<file path="src/rtl/wdt_pkg.sv">
package wdt_pkg;
  localparam int REG_W  = 16;
  localparam int ADDR_W = 5;

  localparam logic [ADDR_W-1:0] A_RELOAD = 5'h00;
  localparam logic [ADDR_W-1:0] A_STS1   = 5'h04;
  localparam logic [ADDR_W-1:0] A_STS2   = 5'h06;
  localparam logic [ADDR_W-1:0] A_CTL1   = 5'h08;
  localparam logic [ADDR_W-1:0] A_CTL2   = 5'h0A;
  localparam logic [ADDR_W-1:0] A_INIT   = 5'h12;

  localparam int B_TO   = 3;   // in STS1
  localparam int B_SEC  = 1;   // in STS2
  localparam int B_BOOT = 2;   // in STS2
  localparam int B_NR   = 0;   // in CTL1
  localparam int B_NMI  = 8;   // in CTL1
  localparam int B_HALT = 11;  // in CTL1
endpackage

</file>
<file path="src/rtl/wdt_prescaler.sv">
module wdt_prescaler #(
  parameter int unsigned DIV = 4
) (
  input  logic clk_i,
  input  logic rst_ni,
  output logic tick_o
);
  generate
    if (DIV <= 1) begin : g_bypass
      assign tick_o = 1'b1;
    end else begin : g_div
      localparam int unsigned PW = $clog2(DIV);
      logic [PW-1:0] cnt_q;
      logic          last;
      assign last = (cnt_q == PW'(DIV - 1));
      always_ff @(posedge clk_i or negedge rst_ni) begin
        if (!rst_ni) cnt_q <= '0;
        else         cnt_q <= last ? '0 : cnt_q + 1'b1;
      end
      assign tick_o = last;
    end
  endgenerate
endmodule

</file>
<file path="src/rtl/wdt_core.sv">
module wdt_core #(
  parameter int CNT_W    = 10,
  parameter int INIT_RST = 4
) (
  input  logic             clk_i,
  input  logic             rst_ni,
  input  logic             tick_i,
  input  logic             halt_i,
  input  logic             reload_i,
  input  logic [CNT_W-1:0] init_i,
  input  logic             suppress_i,
  input  logic             clr_to_i,
  input  logic             clr_sec_i,
  input  logic             clr_boot_i,
  output logic [CNT_W-1:0] count_o,
  output logic             to_o,
  output logic             sec_o,
  output logic             boot_o,
  output logic             req_o
);
  logic [CNT_W-1:0] cnt_q;
  logic to_q, sec_q, boot_q, req_q;
  logic step, expire, fire;

  assign step   = tick_i && !halt_i && !reload_i;
  assign expire = step && (cnt_q == '0);
  assign fire   = expire && to_q && !suppress_i;

  always_ff @(posedge clk_i or negedge rst_ni) begin
    if (!rst_ni) begin
      cnt_q  <= CNT_W'(INIT_RST);
      to_q   <= 1'b0;
      sec_q  <= 1'b0;
      boot_q <= 1'b0;
      req_q  <= 1'b0;
    end else begin
      if (reload_i || expire) cnt_q <= init_i;
      else if (step)          cnt_q <= cnt_q - 1'b1;
      // set wins over a same-cycle clear
      to_q   <= expire | (to_q & ~clr_to_i);
      sec_q  <= (expire & to_q) | (sec_q & ~clr_sec_i);
      boot_q <= fire | (boot_q & ~clr_boot_i);
      req_q  <= fire;
    end
  end

  assign count_o = cnt_q;
  assign to_o    = to_q;
  assign sec_o   = sec_q;
  assign boot_o  = boot_q;
  assign req_o   = req_q;
endmodule

</file>
<file path="src/rtl/wdt_twostage.sv">
module wdt_twostage
  import wdt_pkg::*;
#(
  parameter int unsigned TICK_DIV = 60_000_000,
  parameter int          CNT_W    = 10,
  parameter int          MIN_INIT = 4
) (
  input  logic              clk_i,
  input  logic              rst_ni,
  input  logic [ADDR_W-1:0] addr_i,
  input  logic [REG_W-1:0]  wdata_i,
  input  logic              we_i,
  output logic [REG_W-1:0]  rdata_o,
  input  logic              no_reboot_i,
  output logic              reset_req_o
);
  localparam int HI_W = REG_W - CNT_W;

  logic             tick;
  logic             halt_q, nmi_q, nr_q;
  logic [REG_W-1:0] ctl2_q;
  logic [CNT_W-1:0] init_q;
  logic [HI_W-1:0]  init_hi_q;
  logic [CNT_W-1:0] count;
  logic             to_flag, sec_flag, boot_flag;
  logic             reload_wr, sts1_wr, sts2_wr, ctl1_wr, ctl2_wr, init_wr;
  logic             suppress;

  assign reload_wr = we_i && (addr_i == A_RELOAD);
  assign sts1_wr   = we_i && (addr_i == A_STS1);
  assign sts2_wr   = we_i && (addr_i == A_STS2);
  assign ctl1_wr   = we_i && (addr_i == A_CTL1);
  assign ctl2_wr   = we_i && (addr_i == A_CTL2);
  assign init_wr   = we_i && (addr_i == A_INIT);
  assign suppress  = no_reboot_i | nr_q;

  wdt_prescaler #(.DIV(TICK_DIV)) u_presc (
    .clk_i (clk_i),
    .rst_ni(rst_ni),
    .tick_o(tick)
  );

  wdt_core #(.CNT_W(CNT_W), .INIT_RST(MIN_INIT)) u_core (
    .clk_i     (clk_i),
    .rst_ni    (rst_ni),
    .tick_i    (tick),
    .halt_i    (halt_q),
    .reload_i  (reload_wr),
    .init_i    (init_q),
    .suppress_i(suppress),
    .clr_to_i  (sts1_wr && wdata_i[B_TO]),
    .clr_sec_i (sts2_wr && wdata_i[B_SEC]),
    .clr_boot_i(sts2_wr && wdata_i[B_BOOT]),
    .count_o   (count),
    .to_o      (to_flag),
    .sec_o     (sec_flag),
    .boot_o    (boot_flag),
    .req_o     (reset_req_o)
  );

  always_ff @(posedge clk_i or negedge rst_ni) begin
    if (!rst_ni) begin
      halt_q    <= 1'b1;
      nmi_q     <= 1'b0;
      nr_q      <= 1'b1;
      ctl2_q    <= '0;
      init_q    <= CNT_W'(MIN_INIT);
      init_hi_q <= '0;
    end else begin
      if (ctl1_wr) begin
        halt_q <= wdata_i[B_HALT];
        nr_q   <= wdata_i[B_NR];
        nmi_q  <= nmi_q ^ wdata_i[B_NMI];
      end
      if (ctl2_wr) ctl2_q <= wdata_i;
      if (init_wr) begin
        init_hi_q <= wdata_i[REG_W-1:CNT_W];
        if (wdata_i[CNT_W-1:0] >= CNT_W'(MIN_INIT)) init_q <= wdata_i[CNT_W-1:0];
      end
    end
  end

  always_comb begin
    rdata_o = '0;
    case (addr_i)
      A_RELOAD: rdata_o[CNT_W-1:0] = count;
      A_STS1:   rdata_o[B_TO] = to_flag;
      A_STS2: begin
        rdata_o[B_SEC]  = sec_flag;
        rdata_o[B_BOOT] = boot_flag;
      end
      A_CTL1: begin
        rdata_o[B_HALT] = halt_q;
        rdata_o[B_NMI]  = nmi_q;
        rdata_o[B_NR]   = nr_q;
      end
      A_CTL2:   rdata_o = ctl2_q;
      A_INIT:   rdata_o = {init_hi_q, init_q};
      default:  rdata_o = '0;
    endcase
  end
endmodule

</file>
<file path="config.mk">
export PLATFORM = sky130hd
export DESIGN_NAME = wdt_twostage
export DESIGN_NICKNAME = d
export VERILOG_FILES = /design/src/rtl/wdt_pkg.sv /design/src/rtl/wdt_prescaler.sv /design/src/rtl/wdt_core.sv /design/src/rtl/wdt_twostage.sv
export SDC_FILE = /design/constraint.sdc
export NUM_CORES = 1
export LEC_CHECK = 0
export BUFFER_PORTS_ARGS = -buffer_cell sky130_fd_sc_hd__buf_4
export CAP_MARGIN = 15
export CORE_ASPECT_RATIO = 0.8
export CORE_MARGIN = 5
export CORE_UTILIZATION = 59
export DETAILED_ROUTE_END_ITERATION = 8
export GPL_TIMING_DRIVEN = 0
export HOLD_SLACK_MARGIN = 0.08
export PLACE_DENSITY = 0.91
export RECOVER_POWER = 25
export SLEW_MARGIN = 20
export SYNTH_ARGS = -nofsm -noshare
export SYNTH_HDL_FRONTEND = slang
export SYNTH_SLANG_ARGS = --single-unit
</file>
<file path="constraint.sdc">
create_clock -name clk_i -period 2.8 [get_ports clk_i]
set_input_delay 0 -clock clk_i [delete_from_list [all_inputs] [get_ports clk_i]]
set_output_delay 0 -clock clk_i [all_outputs]
set_load 0.005 [all_outputs]
</file>
==> impl_metrics.py <==
metrics = {
    "clock_network": {
        "cts_tree": "yes",
        "clock_sinks": 75,
        "post-cts-setup-buffers": 0,
        "clock_path_buffers": 2,
        "clk_pin_slew_ns": 0.09,
        "clkLatencyLatePin_ns": 0.36,
        "htree_levels": 3,
        "cts_made_buffers": 9,
        "root_buffer": "clkbuf_8",
    },
    "route": {
        "vias": 3481,
        "antenna_left": 0,
        "wire_per_inst_um": 20.7,
        "first_pass_iters": 6,
        "drc": 0,
        "via_per_inst": 6.63,
        "wl_um": 10800,
        "drt-initial-drc-count": 387,
    },
    "setup_path": {
        "r2r_setup_slack_ns": 0.25,
        "worstReg2RegStart": "u_presc.g_div.cnt_q[0]",
        "ff2ff_path_depth": 8,
        "startpoint": "addr_i[0]",
        "cpLargestDelayFamily": "buffers and inverters",
        "critPathRequiredTime_ns": 2.80,
        "regToRegEndpoint": "u_core.req_o",
        "end_kind": "output pin",
        "cp_max_fo": 10,
        "crit_chain": "dlygate4sd3_1 -> buf_4 -> nor2_1 -> nand3b_1 -> nor2_1 -> clkbuf_1 -> a22oi_1 -> nand2_1 -> buf_4",
        "cpPeakStageDelay_ns": 0.58,
        "startpoint_type": "input port",
        "crit_cells": 9,
        "slowest_stage": "dlygate4sd3_1",
        "cp_num_buf_inv": 4,
        "worst-setup-path-type": "input port to output pin",
        "cp.arrival_ns": 2.78,
    },
    "timing": {
        "final_hold_viol_count": 0,
        "clock_skew_ns": 0.00959,
        "tightest_slew_ns": 1.84,
        "fin_crit_ns": 2.78,
        "min_period_over_period": 0.991,
        "hold_ws_ns": 0.138,
        "drv_slew": 76,
        "setup_tns_ns": 0,
        "slew_headroom": -0.224,
        "fmax_mhz": 360,
        "finalSetupViolCount": 0,
        "rsz0062_at_grt": "false",
    },
    "global_route": {
        "grt_pass1_vias": 3439,
        "grt_pass1_wl_um": 17500,
        "overflow": 0,
        "antenna_found_initial": 0,
        "grt_max_degree": 76,
        "grt_usage": 0.277,
    },
    "placed_design": {
        "port_buffers": 41,
        "gp_congestion": 0.909,
        "dp_hpwl_um": 6680,
    },
    "die": {
        "num_rows": 26,
        "die_area_um2": 8270,
        "core-area_um2": 6380,
        "num_io_pins": 42,
        "die_height_um": 82.3,
        "start_util": 0.605,
        "die_w_um": 100,
    },
    "synth": {
        "ys_seq_area_frac": 0.488,
        "synthCells": 360,
        "avgSynthCellArea_um2": 10.7,
        "async_flop_share": 1.00,
        "yosysTopAreaCell": "dfrtp_1",
        "synth_nets": 388,
        "ys_seq_elements": 75,
        "synth_edf_count": 0,
        "synth_area_um2": 3860,
        "synth_top_cell_area_share": 0.460,
        "ys_types": 62,
        "yosys_warnings": 0,
        "ys.flop_type": "dfrtp_1",
        "synthTopCellsByArea": "dfrtp_1 (46%), mux2_2 (7.6%), dfstp_2 (2.7%)",
    },
    "min_path": {
        "min_delay_path_depth": 5,
        "min_to": "u_core.to_o",
        "min_path_type": "input port to flop",
        "hold_start": "addr_i[2]",
    },
    "finish": {
        "layout_commonest_cell": "dfrtp_1",
        "final_cell_mix": "dfrtp_1 (71), buf_4 (40), nor2_1 (26), mux2_2 (26), nand2_1 (23)",
        "layout-drive-gt1-share": 0.232,
        "nets": 462,
        "syn_to_final_growth_pct": 22.9,
    },
    "pwr": {
        "power_density_nw_per_um2": 567,
        "vdd_drop_max_uv": 453,
        "p_leak_nw": 2.19,
    },
    "status": {
        "status": "finished with violations",
        "violations": "capacitance limit, slew limit",
    },
    "run": {
        "cap_violations": 1,
    },
}
[worst min-delay path: stages]
cell	delay, ns
buf_4	0.11
nor2b_1	0.16
nand3_1	0.08
nand2_1	0.05
o221ai_1	0.06
[sequential cells by signal, indices dropped and copies added, names as in the netlist]
name / cells
u_presc.g_div.cnt_q: 26
ctl2_q: 16
init_q: 10
u_core.count_o: 10
init_hi_q: 6
halt_q: 1
nmi_q: 1
nr_q: 1
u_core.boot_o: 1
u_core.req_o: 1
u_core.sec_o: 1
u_core.to_o: 1
[worst max path at each step]
stage	to
final	rdata_o[2]
after global routing	rdata_o[2]
after CTS	u_core.req_o
after detailed placement	u_core.req_o
after global placement	u_core.req_o
after floorplan	u_core.boot_o
[metal layers]
metal  vias up  track usage  share of wire
li1       1494            -              -
met2       236        0.439           0.47
met3        66       0.0688           0.10
met4         0        0.149          0.047
met1      1685        0.353           0.38
met5         -            0              0
[stage by stage]
step | power [mW] | cell area, um^2 | setup slack (ns) | util | cells
2_1_floorplan | 1.48 | 3860 | 0.747 | - | 360
3_3_place_gp | 1.60 | 4270 | 0.474 | 0.670 | 485
3_5_place_dp | 1.62 | 4270 | 0.363 | 0.670 | 485
4_1_cts | 2.66 | 4740 | 0.302 | 0.744 | 523
5_1_grt | 2.79 | 4740 | 0.0640 | 0.743 | 523
6_report | 2.69 | 4740 | 0.0243 | 0.744 | 525
[logic make-up after synthesis]
group | synth area share
AND/OR/NAND/NOR | 0.186
flip-flops | 0.488
XOR/XNOR | 0.0431
adder cells (fa/ha/maj) | 0.00973
AO/OA/AOI/OAI | 0.131
multiplexers | 0.110
buffers and inverters | 0.0334
[where the power goes]
part	leakage (nW)	internal [mW]	switching [mW]
clock network	0.124	0.599	0.432
registers	0.967	1.21	0.130
logic	1.10	0.169	0.153
[cell type report]
type,count,area (um^2)
Clock inverter,7,125
Inverter,14,52.6
Tap cell,84,105
Multi-Input combinational cell,255,1850
Buffer,16,76.3
Sequential cell,75,1880
Fill cell,402,1630
Antenna cell,2,5.00
Clock buffer,9,124
Timing Repair Buffer,63,526
[cells in the mapped netlist, types with 4 or more instances]
master    count
a21oi_1       8
a222oi_1      5
a22o_1        7
a22oi_1      10
and2_1        5
buf_2         4
clkbuf_1      9
dfrtp_1      71
dfstp_2       4
inv_1        14
mux2_1        9
mux2_2       26
nand2_1      23
nand3_1      19
nand4_1      12
nor2_1       26
nor3_1       11
nor4_1        7
o21ai_0       6
o21ai_1       4
o31ai_1       4
xnor2_1       9
xor2_1       10
[repair_timing]
item,4_1_cts,5_1_grt
resized for setup,0,0
hold buffers,22,0
hold endpoints to repair,110,0
(Power assumes the default switching activity.)
